--- src/rtl/alu_pkg.sv ---
package alu_pkg;

  localparam int MODE_W = 4;

  typedef enum logic [MODE_W-1:0] {
    MD_ADD  = 4'd0,
    MD_ADDU = 4'd1,
    MD_SUB  = 4'd2,
    MD_SUBU = 4'd3,
    MD_AND  = 4'd4,
    MD_OR   = 4'd5,
    MD_XOR  = 4'd6,
    MD_NOR  = 4'd7,
    MD_SLT  = 4'd10,
    MD_SLTU = 4'd11
  } alu_mode_e;

  typedef enum logic [2:0] {
    SL_SUM,
    SL_AND,
    SL_OR,
    SL_XOR,
    SL_NOR
  } slice_sel_e;

  typedef enum logic [1:0] {
    SRC_SLICE,
    SRC_CMP,
    SRC_ZERO
  } out_src_e;

  typedef struct packed {
    slice_sel_e sel;
    logic       inv_b;
    logic       cin;
    out_src_e   src;
    logic       cmp_signed;
    logic       carry_en;
    logic       ovf_en;
  } alu_ctrl_t;

endpackage

--- src/rtl/alu_slice.sv ---
module alu_slice
  import alu_pkg::*;
(
  input  logic       a_i,
  input  logic       b_i,
  input  logic       inv_b_i,
  input  logic       cin_i,
  input  slice_sel_e sel_i,
  output logic       res_o,
  output logic       cout_o
);

  logic bx;
  logic half;

  assign bx     = b_i ^ inv_b_i;
  assign half   = a_i ^ bx;
  assign cout_o = (a_i & bx) | (cin_i & half);

  always_comb begin
    case (sel_i)
      SL_SUM:  res_o = half ^ cin_i;
      SL_AND:  res_o = a_i & b_i;
      SL_OR:   res_o = a_i | b_i;
      SL_XOR:  res_o = a_i ^ b_i;
      SL_NOR:  res_o = ~(a_i | b_i);
      default: res_o = 1'b0;
    endcase
  end

endmodule

--- src/rtl/alu_decode.sv ---
module alu_decode
  import alu_pkg::*;
(
  input  logic [MODE_W-1:0] mode_i,
  output alu_ctrl_t         ctrl_o
);

  always_comb begin
    ctrl_o            = '0;
    ctrl_o.sel        = SL_SUM;
    ctrl_o.src        = SRC_ZERO;
    case (mode_i)
      MD_ADD: begin
        ctrl_o.src      = SRC_SLICE;
        ctrl_o.carry_en = 1'b1;
        ctrl_o.ovf_en   = 1'b1;
      end
      MD_ADDU: begin
        ctrl_o.src      = SRC_SLICE;
        ctrl_o.carry_en = 1'b1;
      end
      MD_SUB: begin
        ctrl_o.src      = SRC_SLICE;
        ctrl_o.inv_b    = 1'b1;
        ctrl_o.cin      = 1'b1;
        ctrl_o.carry_en = 1'b1;
        ctrl_o.ovf_en   = 1'b1;
      end
      MD_SUBU: begin
        ctrl_o.src      = SRC_SLICE;
        ctrl_o.inv_b    = 1'b1;
        ctrl_o.cin      = 1'b1;
        ctrl_o.carry_en = 1'b1;
      end
      MD_AND: begin
        ctrl_o.src = SRC_SLICE;
        ctrl_o.sel = SL_AND;
      end
      MD_OR: begin
        ctrl_o.src = SRC_SLICE;
        ctrl_o.sel = SL_OR;
      end
      MD_XOR: begin
        ctrl_o.src = SRC_SLICE;
        ctrl_o.sel = SL_XOR;
      end
      MD_NOR: begin
        ctrl_o.src = SRC_SLICE;
        ctrl_o.sel = SL_NOR;
      end
      MD_SLT: begin
        ctrl_o.src        = SRC_CMP;
        ctrl_o.inv_b      = 1'b1;
        ctrl_o.cin        = 1'b1;
        ctrl_o.cmp_signed = 1'b1;
      end
      MD_SLTU: begin
        ctrl_o.src   = SRC_CMP;
        ctrl_o.inv_b = 1'b1;
        ctrl_o.cin   = 1'b1;
      end
      default: ctrl_o.src = SRC_ZERO;
    endcase
  end

endmodule

--- src/rtl/alu_core.sv ---
module alu_core
  import alu_pkg::*;
#(
  parameter int WIDTH = 32
) (
  input  logic [WIDTH-1:0] a_i,
  input  logic [WIDTH-1:0] b_i,
  input  alu_ctrl_t        ctrl_i,
  output logic [WIDTH-1:0] res_o,
  output logic             carry_o,
  output logic             ovf_o
);

  localparam int MSB = WIDTH - 1;

  logic [WIDTH:0]   chain;
  logic [WIDTH-1:0] slice_res;
  logic             ovf_raw;
  logic             less;

  assign chain[0] = ctrl_i.cin;

  for (genvar i = 0; i < WIDTH; i++) begin : g_slice
    alu_slice u_slice (
      .a_i     (a_i[i]),
      .b_i     (b_i[i]),
      .inv_b_i (ctrl_i.inv_b),
      .cin_i   (chain[i]),
      .sel_i   (ctrl_i.sel),
      .res_o   (slice_res[i]),
      .cout_o  (chain[i+1])
    );
  end

  assign ovf_raw = chain[WIDTH] ^ chain[MSB];
  assign less    = ctrl_i.cmp_signed ? (slice_res[MSB] ^ ovf_raw) : ~chain[WIDTH];

  always_comb begin
    case (ctrl_i.src)
      SRC_SLICE: res_o = slice_res;
      SRC_CMP:   res_o = {{(WIDTH-1){1'b0}}, less};
      default:   res_o = '0;
    endcase
  end

  assign carry_o = ctrl_i.carry_en & chain[WIDTH];
  assign ovf_o   = ctrl_i.ovf_en & ovf_raw;

endmodule

--- src/rtl/slice_alu.sv ---
module slice_alu
  import alu_pkg::*;
#(
  parameter int WIDTH = 32
) (
  input  logic              clk,
  input  logic              rst,
  input  logic [WIDTH-1:0]  opnd_a,
  input  logic [WIDTH-1:0]  opnd_b,
  input  logic [MODE_W-1:0] op_code,
  output logic [WIDTH-1:0]  result,
  output logic              carry_out,
  output logic              ovf_flag
);

  localparam int MSB = WIDTH - 1;

  alu_ctrl_t        ctrl;
  logic [WIDTH-1:0] res_d;
  logic             carry_d;
  logic             ovf_d;

  alu_decode u_decode (
    .mode_i (op_code),
    .ctrl_o (ctrl)
  );

  alu_core #(.WIDTH(WIDTH)) u_core (
    .a_i     (opnd_a),
    .b_i     (opnd_b),
    .ctrl_i  (ctrl),
    .res_o   (res_d),
    .carry_o (carry_d),
    .ovf_o   (ovf_d)
  );

  always_ff @(posedge clk) begin
    if (rst) begin
      result    <= '0;
      carry_out <= 1'b0;
      ovf_flag  <= 1'b0;
    end else begin
      result    <= res_d;
      carry_out <= carry_d;
      ovf_flag  <= ovf_d;
    end
  end

  AST_ADD_SUM: assert property (@(posedge clk) disable iff (rst)
    (op_code == 4'd0 || op_code == 4'd1) |=> result == $past(opnd_a) + $past(opnd_b));

  AST_SUB_DIFF: assert property (@(posedge clk) disable iff (rst)
    (op_code == 4'd2 || op_code == 4'd3) |=> result == $past(opnd_a) - $past(opnd_b));

  AST_SIGNED_ADD_OVF: assert property (@(posedge clk) disable iff (rst)
    (op_code == 4'd0 && opnd_a[MSB] != opnd_b[MSB]) |=> !ovf_flag);

  AST_UNSIGNED_NO_OVF: assert property (@(posedge clk) disable iff (rst)
    (op_code == 4'd1 || op_code == 4'd3) |=> !ovf_flag);

  AST_CMP_NARROW: assert property (@(posedge clk) disable iff (rst)
    (op_code == 4'd10 || op_code == 4'd11) |=> result[MSB:1] == '0);

  AST_UNUSED_ZERO: assert property (@(posedge clk) disable iff (rst)
    (op_code inside {4'd8, 4'd9, 4'd12, 4'd13, 4'd14, 4'd15}) |=> result == '0);

  AST_FLAGS_QUIET: assert property (@(posedge clk) disable iff (rst)
    (op_code >= 4'd4) |=> (!carry_out && !ovf_flag));

endmodule

--- config.mk ---
export PLATFORM = sky130hd
export DESIGN_NAME = slice_alu
export DESIGN_NICKNAME = d
export VERILOG_FILES = /design/src/rtl/alu_pkg.sv /design/src/rtl/alu_slice.sv /design/src/rtl/alu_decode.sv /design/src/rtl/alu_core.sv /design/src/rtl/slice_alu.sv
export SDC_FILE = /design/constraint.sdc
export NUM_CORES = 1
export LEC_CHECK = 0
export BUFFER_PORTS_ARGS = -buffer_cell sky130_fd_sc_hd__buf_2
export CAP_MARGIN = 20
export CORE_UTILIZATION = 50
export CTS_BUF_LIST = sky130_fd_sc_hd__clkbuf_4 sky130_fd_sc_hd__clkbuf_8
export CTS_CLUSTER_DIAMETER = 120
export DETAILED_ROUTE_END_ITERATION = 7
export PLACE_DENSITY = 0.81
export SETUP_SLACK_MARGIN = 0.15
export SLEW_MARGIN = 25
export SYNTH_ARGS = -nofsm -noshare
export SYNTH_HDL_FRONTEND = slang
export SYNTH_SLANG_ARGS = --single-unit
--- constraint.sdc ---
create_clock -name clk -period 16.6 [get_ports clk]
set_input_delay 3.32 -clock clk [delete_from_list [all_inputs] [get_ports clk]]
set_output_delay 3.32 -clock clk [all_outputs]
set_load 0.01 [all_outputs]
# --- Yosys cells after proc, flatten, opt, wreduce, memory -nomap -nowiden ---
# Cells that the tools add are included.
totals:
  mem_bits_rw: 0
  latchBits: 0
  input_bits: 70
  mem_bits_ro: 0
  memories: 0
  output_inout_bits: 34
  wordCells: 390
  reg_bits: 34
classes:
  n_mux: 40
  eq_ne: 14
  n_addsub: 0
  bitwise: 325
  multipliers: 0
  n_reduce_logical: 8
  shift: 0
  order_cmp: 0
  n_div: 0
ops:
  columns: ["operator", "count"]
  rows:
  - ["$pmux 1 s5", 32]
  - ["$xor 1x1->1", 130]
  - ["$and 1x1->1", 98]
  - ["$or 1x1->1", 64]
  - ["$pmux 32 s2", 1]
  - ["$not 1->1", 33]
  - ["$eq 4x3->1 const B", 4]
  - ["$pmux 3 s4", 1]
  - ["$eq 4x2->1 const B", 2]
  - ["$eq 4x4->1 const B", 2]
  - ["$reduce_or 4->1", 2]
  - ["$reduce_or 8->1", 1]
  - ["$eq 3x2->1 const B", 2]
  - ["$eq 4x1->1 const B", 1]
  - ["$logic_not 4->1", 1]
  - ["$mux 1", 4]
  - ["$pmux 2 s2", 1]
  - ["$reduce_or 2->1", 2]
  - ["$eq 3x1->1 const B", 1]
  - ["$eq 3x3->1 const B", 1]
  - ["$logic_not 3->1", 1]
  - ["$eq 2x1->1 const B", 1]
  - ["$logic_not 2->1", 1]
  - ["$mux 2", 1]

# --- Logic depth before layout (Yosys ltp) ---
# Gate-level depths: netlist of run 1.
logic_depth:
  ltp_word: 73
  mapped_depth: 40
  mapped_depth_nobuf: 38

# --- By module ---
# Synthesis of run 1 repeated with hierarchy kept, for this count alone.
unflattened:
  cells_unflattened: 581
  hier_area_um2: 5298.8
by_module_without_submodules:
  columns: ["module", "cells_per_inst", "n_inst", "area_per_inst_um2", "seq_area_each_um2"]
  rows:
  - ["alu_slice at u_core.g_slice[0].u_slice ...", 14, 30, 123.9, 0.0]
  - ["slice_alu", 71, 1, 937.1, 680.7]
  - ["alu_core", 45, 1, 316.6, 0.0]
  - ["alu_slice at u_core.g_slice[18].u_slice ...", 16, 2, 123.9, 0.0]
  - ["alu_decode", 13, 1, 81.3, 0.0]

# --- Worst setup path after synthesis of run 1 ---
# No wires, ideal clock.
synth_timing:
  path_kind: "input port to flip-flop"
  from: "input op_code[2]"
  to: "register result[0]"
  setup_time_ns: 0.126
  n_path_buf: 2
  path_slack_ns: 0.568
  arrival_ns: 15.906
  required_time_ns: 16.474
  path_stages: 39
  cell_sequence: "nand2b_1 > buf_2 > buf_2 > o21ai_0 > fa_1 > fa_1 > fa_1 > fa_1 > fa_1 > fa_1 > fa_1 > fa_1 > fa_1 > fa_1 > fa_1 > fa_1 > fa_1 > fa_1 > (+3 left out) > fa_1 > fa_1 > fa_1 > fa_1 > fa_1 > fa_1 > fa_1 > fa_1 > fa_1 > fa_1 > fa_1 > inv_1 > fa_1 > fa_1 > fa_1 > a221o_1 > nand3b_1 > o211ai_2"
synth_between:
  elab_chain_len: 73
  elab_cells_between_ends: 193
  classes_between: "14 x eq/ne; 8 x mux; 165 x bitwise; 6 x reduce/logical"
synth_rtl:
  columns: ["element", "line", "rtl"]
  rows:
  - ["from (decl)", "slice_alu.sv:10", "input logic [MODE_W-1:0] op_code,"]
  - ["$eq 4x2->1 / $eq 4x4->1 (equally long branches)", "alu_decode.sv:12", "case (mode_i)"]
  - ["$reduce_or 4->1 (no line)", null, null]
  - ["$mux 2", "alu_decode.sv:12", null]
  - ["$xor 1x1->1", "alu_slice.sv:16", "assign bx = b_i ^ inv_b_i;"]
  - ["$xor 1x1->1", "alu_slice.sv:17", "assign half = a_i ^ bx;"]
  - ["$and 1x1->1", "alu_slice.sv:18", "assign cout_o = (a_i & bx) | (cin_i & half);"]
  - ["$or 1x1->1", "alu_slice.sv:18", null]
  - ["$and 1x1->1", "alu_slice.sv:18", null]
  - ["(+57 left out)", null, null]
  - ["$and 1x1->1", "alu_slice.sv:18", null]
  - ["$or 1x1->1", "alu_slice.sv:18", null]
  - ["$and 1x1->1", "alu_slice.sv:18", null]
  - ["$or 1x1->1", "alu_slice.sv:18", null]
  - ["$xor 1x1->1", "alu_core.sv:35", "assign ovf_raw = chain[WIDTH] ^ chain[MSB];"]
  - ["$xor 1x1->1", "alu_core.sv:36", "assign less = ctrl_i.cmp_signed ? (slice_res[MSB] ^ ovf_raw) : ~chain[WIDTH];"]
  - ["$mux 1", "alu_core.sv:36", null]
  - ["$pmux 32 s2 (*)", "alu_core.sv:39", "case (ctrl_i.src)"]
  - ["to (signal assigned)", "slice_alu.sv:43", "result <= res_d;"]
  - ["to (decl)", "slice_alu.sv:11", "output logic [WIDTH-1:0] result,"]
# Every way passes the cells marked *; elsewhere a longest branch is shown, timed or not.
# A chain may end at the register's enable or synchronous reset.

# --- Worst setup path after layout of run 1 ---
# Ends and elaborated chain as after synthesis.

==> impl_metrics.csv, run 1 <==
group,metric,value,unit
run_status,outcome,"finished, final reports clean",
sta,hold_viol_final,0,
power_and_ir_drop,power,0.000287,W
synth,ys_seq_elements,34,
synth,syn_area,0.00400,mm2
setup_path,worstPathMaxFanout,5,
detailed_routing,routed_via_density,5.37,
clock_network,postCtsResizedCells,0,
detailed_routing,drt_iter0_markers,140,
clock_network,cts_tree,"built",
synth,synthCells,437,
setup_path,cpMostUsedCell,"fa_1",
die,chipWidth,91.4,um
sta,slew_violations,0,
setup_path,crit_path_max_incr_delay,0.42,ns
synth,yosysUniqueCellTypes,36,
sta,fmax,62.0,MHz
power_and_ir_drop,vdd_drop_max,0.0000291,V
global_routing,grt_pass1_vias,3401,
global_routing,grt.total_usage,0.238,
die,ios,104,
place,dpl_cell_area,0.00452,mm2
cells_and_area,layout_common_cells,"buf_2 (102), inv_1 (66), ha_1 (64)",
global_routing,grt_use_met1,0.295,
cells_and_area,final_area,0.00465,mm2
setup_path,cp.arrival,16.32,ns
clock_network,path_clk_slew,0.08,ns
power_and_ir_drop,p_leak,2.31,nW
synth,syn_avg_cell_area,9.15,um2
clock_network,cts.htree.levels,2,
global_routing,grt_max_degree,44,
detailed_routing,wire_per_inst,15.1,um
place,globalplace.congestion,0.971,
synth,synth_edf_count,0,
synth,synth_ff_type,"dfxtp_1",
detailed_routing,vias,3364,
cells_and_area,fillers,655,
synth,seq_area_frac_synth,0.170,
clock_network,post_cts_buffers,0,
setup_path,required,16.77,ns
die,core-area,0.00773,mm2
synth,synth_top_cell_area_share,0.200,
clock_network,clockRootBuffer,"clkbuf_8",
sta,max_slew.worst_pin.slew,0.918,ns
setup_path,path_buf_inv,2,
hold_path,min_path_cells,2,
setup_path,path_delay_family,"adder cells",
clock_network,cts_buffer_depth,2,
cells_and_area,final_common_cell,"buf_2",
hold_path,worstHoldEndpoint,"ovf_flag",
synth,synth_area_leaders,"ha_1 (20%), dfxtp_1 (17%), fa_1 (16%)",
global_routing,busiest_layer,"met2",
place,io_buffers,103,
hold_path,hold_path.class,"in2reg",
detailed_routing,wl,9.48,mm
hold_path,min_from,"op_code[2]",
sta,rsz0062_at_grt,"no",
die,initial_core_util,0.517,
sta,setup-tns-final,0,ns
sta,finalSetupViolations,0,
setup_path,cp_slowest_cell,"fa_1",
clock_network,cts_buffers,5,
place,hpwlAfterDp,7.02,mm
global_routing,gr-total-overflow,0,
global_routing,antenna_found_initial,0,
setup_path,end_kind,"register",
sta,final.min_clock_period,16.14,ns
cells_and_area,area_growth,16.3,%
cells_and_area,layout.nets,688,
sta,min_period_over_period,0.972,
power_and_ir_drop,powerDensity,61.7,mW/mm2
detailed_routing,drc,0,
sta,maxSlewHeadroom,0.387,
setup_path,critPathKind,"in2reg",
clock_network,cts_num_sinks,34,
global_routing,grt_pass1_wl,15.8,mm
global_routing,met3_usage,0.0419,
die,die_y,91.4,um
clock_network,hold_buffers,0,
detailed_routing,firstDrtPassIters,4,
cells_and_area,antenna_cells,0,
synth,synthesis.nets,602,
detailed_routing,detail-route-antenna-nets,0,
die,num_rows,32,
die,die-area,0.00836,mm2
flow_run,drv_cap,0,
cells_and_area,drive_above_1_share,0.250,
synth,yosys_warnings,0,
synth,async_flop_share,0,
setup_path,critPathLaunchType,"input pin",
global_routing,grt.met2_usage,0.413,
synth,yosysTopAreaCell,"ha_1",
==> how the worst max path moves through the flow <==
stage	from	endpoint	slack, ns	depth (start not counted)
floorplan	op_code[2]	result[0]	0.57	39
global placement	op_code[2]	result[0]	0.15	38
detailed placement	op_code[2]	result[0]	-0.04	38
CTS	op_code[2]	result[0]	0.21	38
global route	op_code[2]	result[0]	0.17	38
finish	op_code[2]	result[0]	0.46	38
==> layer usage <==
layer	wire (um)	up-vias
li1	-	1613
met1	3900	1616
met2	4740	122
met3	699	13
met4	146	0
met5	0	-
==> cells by family after synthesis <==
family | share of synthesized area
mux | 0.0375
fa+ha+maj | 0.355
compound gates | 0.161
simple gates | 0.0648
flops | 0.170
buf+inv | 0.106
xor+xnor | 0.105
==> synthesized netlist by cell type, types with 6 or more instances <==
library cell,count
inv_1,66
xnor2_1,48
a221o_1,17
clkbuf_1,6
fa_1,31
o221ai_1,14
a21oi_1,31
buf_2,14
ha_1,64
o21ai_1,8
o21ai_0,22
nand2_1,37
dfxtp_1,34
mux2i_1,15
==> layout make-up <==
| cell class | instances | area (um2) | area share |
|---|---|---|---|
| timing repair buffer | 107 | 552 | 0.119 |
| tap | 102 | 128 | 0.0274 |
| sequential | 34 | 681 | 0.146 |
| multi-input combinational | 308 | 2930 | 0.630 |
| clock buffer | 8 | 110 | 0.0237 |
| inverter | 67 | 251 | 0.0541 |
==> stage by stage <==
stage                util  hold WS, ns  worst slack [ns]  std cells
floorplan               -         3.40             0.568        437
global placement    0.584         3.60             0.155        618
finish              0.602         3.30             0.459        626
detailed placement  0.584         3.61           -0.0370        618
global route        0.602         3.31             0.169        626
CTS                 0.599         3.30             0.215        626
==> sequential cells by signal, indices dropped and copies added (netlist names) <==
signal / flops
result: 32
carry_out: 1
ovf_flag: 1
==> power breakdown <==
part           total [W]  switching (W)  internal [W]  leakage, nW
Sequential     0.0000908     0.00000187     0.0000889        0.279
Combinational   0.000120      0.0000666     0.0000537         1.97
Clock          0.0000756      0.0000336     0.0000420       0.0575
Total           0.000287       0.000102      0.000185         2.31
Note: power is estimated with default switching activity, not from simulation.
==> run 2, diff against run 1 <==
BUFFER_PORTS_ARGS = unset   (was -buffer_cell sky130_fd_sc_hd__buf_2)
CORE_UTILIZATION = 60   (was 50)
CTS_BUF_LIST = sky130_fd_sc_hd__clkbuf_8   (was sky130_fd_sc_hd__clkbuf_4 sky130_fd_sc_hd__clkbuf_8)
DONT_BUFFER_PORTS = 1   (was unset)
SYNTH_HIERARCHICAL = 1   (was unset)
==> impl_metrics.csv, run 2 <==
group,metric,value,unit
synth,syn_avg_cell_area,9.12,um2
power_and_ir_drop,p_sw_frac,0.345,
sta,worst_hold_slack,3.09,ns
setup_path,critPathKind,"in2reg",
synth,synthesis.nets,747,
setup_path,required,16.82,ns
sta,maxSlewHeadroom,0.509,
setup_path,end_kind,"register",
setup_path,crit_path_max_incr_delay,0.51,ns
detailed_routing,detail-route-antenna-nets,0,
cells_and_area,register_area,681,um2
clock_network,cts_buffers,5,
synth,synthTopCellsByCount,"inv_1 (188), ha_1 (64), nor2b_1 (63)",
global_routing,antenna_found_initial,0,
synth,syn_area,0.00530,mm2
setup_path,cp.arrival,18.94,ns
sta,finalWorstSetupSlack,-2.13,ns
sta,max_slew.worst_pin.slew,0.737,ns
global_routing,grt_pass1_vias,3976,
detailed_routing,routed_via_density,5.32,
synth,synthCells,581,
place,globalplace.congestion,0.752,
power_and_ir_drop,powerDensity,59.8,mW/mm2
global_routing,grt.total_usage,0.232,
clock_network,path_clk_slew,0.08,ns
synth,yosys_warnings,6,
place,io_buffers,0,
detailed_routing,drc,0,
global_routing,grt_max_degree,69,
sta,final.min_clock_period,18.73,ns
die,initial_core_util,0.632,
synth,yosysUniqueCellTypes,28,
power_and_ir_drop,vdd_drop_max,0.0000276,V
detailed_routing,firstDrtPassIters,4,
cells_and_area,postLayoutCoreUtil,0.679,
cells_and_area,fin_cells,697,
clock_network,clockRootBuffer,"clkbuf_8",
power_and_ir_drop,p_int,0.000223,W
synth,synth_ff_type,"dfxtp_1",
power_and_ir_drop,p_clk_frac,0.183,
synth,yosysMostFrequentCell,"inv_1",
clock_network,hold_buffers,0,
die,num_rows,33,
die,core-area,0.00838,mm2
cells_and_area,area_growth,7.41,%
synth,seq_area_frac_synth,0.128,
die,die-area,0.00921,mm2
clock_network,cts_buffer_depth,2,
die,die_y,96.0,um
setup_path,cpMostUsedCell,"inv_2",
sta,rsz0062_at_grt,"yes",
synth,async_flop_share,0,
power_and_ir_drop,switchingPower,0.000117,W
cells_and_area,reg_top3,"result x32, carry_out x1, ovf_flag x1",
run_status,violations,"negative setup slack",
cells_and_area,final_common_cell,"inv_1",
synth,synth_area_leaders,"ha_1 (15%), mux4_1 (15%), inv_1 (13%)",
sta,fmax,53.4,MHz
cells_and_area,fillers,643,
cells_and_area,multi_input_area,0.00400,mm2
clock_network,cts.htree.levels,2,
cells_and_area,regMostFlops,"result",
detailed_routing,wl,10.0,mm
cells_and_area,largest_reg_flops,32,
cells_and_area,layout.nets,759,
setup_path,cp-startpoint,"op_code[1]",
die,chipWidth,96.0,um
synth,synth_edf_count,0,
sta,hold_viol_final,0,
place,hpwlAfterDp,7.49,mm
cells_and_area,drive_above_1_share,0.230,
synth,yosysTopAreaCell,"ha_1",
hold_path,hold_path.class,"in2reg",
global_routing,gr-total-overflow,0,
die,ios,104,
hold_path,min_from,"rst",
sta,min_period_over_period,1.13,
sta,setup-tns-final,-9.01,ns
flow_run,drv_cap,0,
place,placed_cells,690,
power_and_ir_drop,pwr-share-comb,0.524,
detailed_routing,wire_per_inst,14.3,um
clock_network,cts_tree,"built",
cells_and_area,antenna_cells,0,
run_status,outcome,"finished, violations left",
detailed_routing,vias,3707,
setup_path,critPathLaunchType,"input pin",
power_and_ir_drop,p_leak,2.75,nW
detailed_routing,drt_iter0_markers,101,
synth,synth_top_cell_area_share,0.151,
setup_path,worstPathMaxFanout,4,
clock_network,cts_num_sinks,34,
power_and_ir_drop,power_frac_seq,0.294,
synth,ys_seq_elements,34,
global_routing,grt_pass1_wl,16.7,mm
sta,slew_violations,0,
sta,finalSetupViolations,7,
setup_path,cp_slowest_cell,"or4b_4",
cells_and_area,layout_common_cells,"inv_1 (124), ha_1 (64), inv_2 (63)",
[run 2: changes by cell type in the layout (fill, tap and decap cells not counted), sizes merged, moves of 30 or more]
cell | previous run | this run
nand2 | 38 | 2
mux4 | 0 | 30
buf | 107 | 12
or4b | 0 | 30
and2 | 0 | 34
nor2b | 3 | 64
a21oi | 31 | 1
inv | 67 | 188
[run 2: through the flow]
step | total power, W | worst slack (ns) | cell area, um2
after floorplan | 0.000245 | -2.29 | 5400
after global placement | 0.000262 | -2.33 | 5550
after detailed placement | 0.000276 | -2.44 | 5550
after CTS | 0.000341 | -2.09 | 5640
after global routing | 0.000372 | -2.72 | 5690
final | 0.000340 | -2.13 | 5690
[run 2: cells by family (layout without fill, tap and decap cells)]
| kind of cell | Yosys count | count (layout) | share of synthesized area |
|---|---|---|---|
| AOI/OAI and AO/OA | 36 | 36 | 0.0349 |
| xor gates and xnor gates | 35 | 35 | 0.0579 |
| adders and majority gates | 96 | 96 | 0.272 |
| buffers and inverters | 195 | 206 | 0.147 |
| DFF | 34 | 34 | 0.128 |
| muxes | 30 | 30 | 0.149 |
| and+or+nand+nor | 155 | 155 | 0.211 |
[run 2: repair_timing]
action	4_1_cts	5_1_grt
hold endpoints to repair	0	0
gates resized for setup	7	10
buffers inserted	0	1
gates cloned	0	0
endpoints found under the setup margin	8	9
pin swaps	4	3
[run 2: path summary, 6_finish.rpt]
kind | end | slack, ns | cells after the start
setup / recovery | result[0] | -2.13 | 103
hold / removal | result[21] | 3.09 | 1
[run 2: layout make-up]
class                           count  area share
Multi-Input combinational cell    352       0.702
Inverter                          188       0.124
Sequential cell                    34       0.120
Tap cell                          105      0.0231
Timing Repair Buffer               12      0.0165
Clock buffer                        6      0.0145
[run 2: worst max-delay path: cells and delay by family]
family          cells  cell delay, ns
compound gates      2            0.18
buf+inv            62            2.84
simple gates        5            1.08
xor+xnor            2            0.27
fa+ha+maj          32           11.22
[run 2: routing by layer]
metal,global-route usage,vias to the layer above,part of all wire
met5,0,-,0
met4,0.0746,0,0.016
met3,0.0419,16,0.045
met2,0.451,77,0.54
met1,0.251,1767,0.40
li1,-,1847,-
[run 2: power groups by stage]
stage,sequential (W),clock (W),combinational (W)
after floorplan,0.000101,0,0.000144
final,0.0000999,0.0000622,0.000178
after global placement,0.000102,0,0.000160
after detailed placement,0.000102,0,0.000174
after CTS,0.000100,0.0000653,0.000175
after global routing,0.000102,0.0000663,0.000204
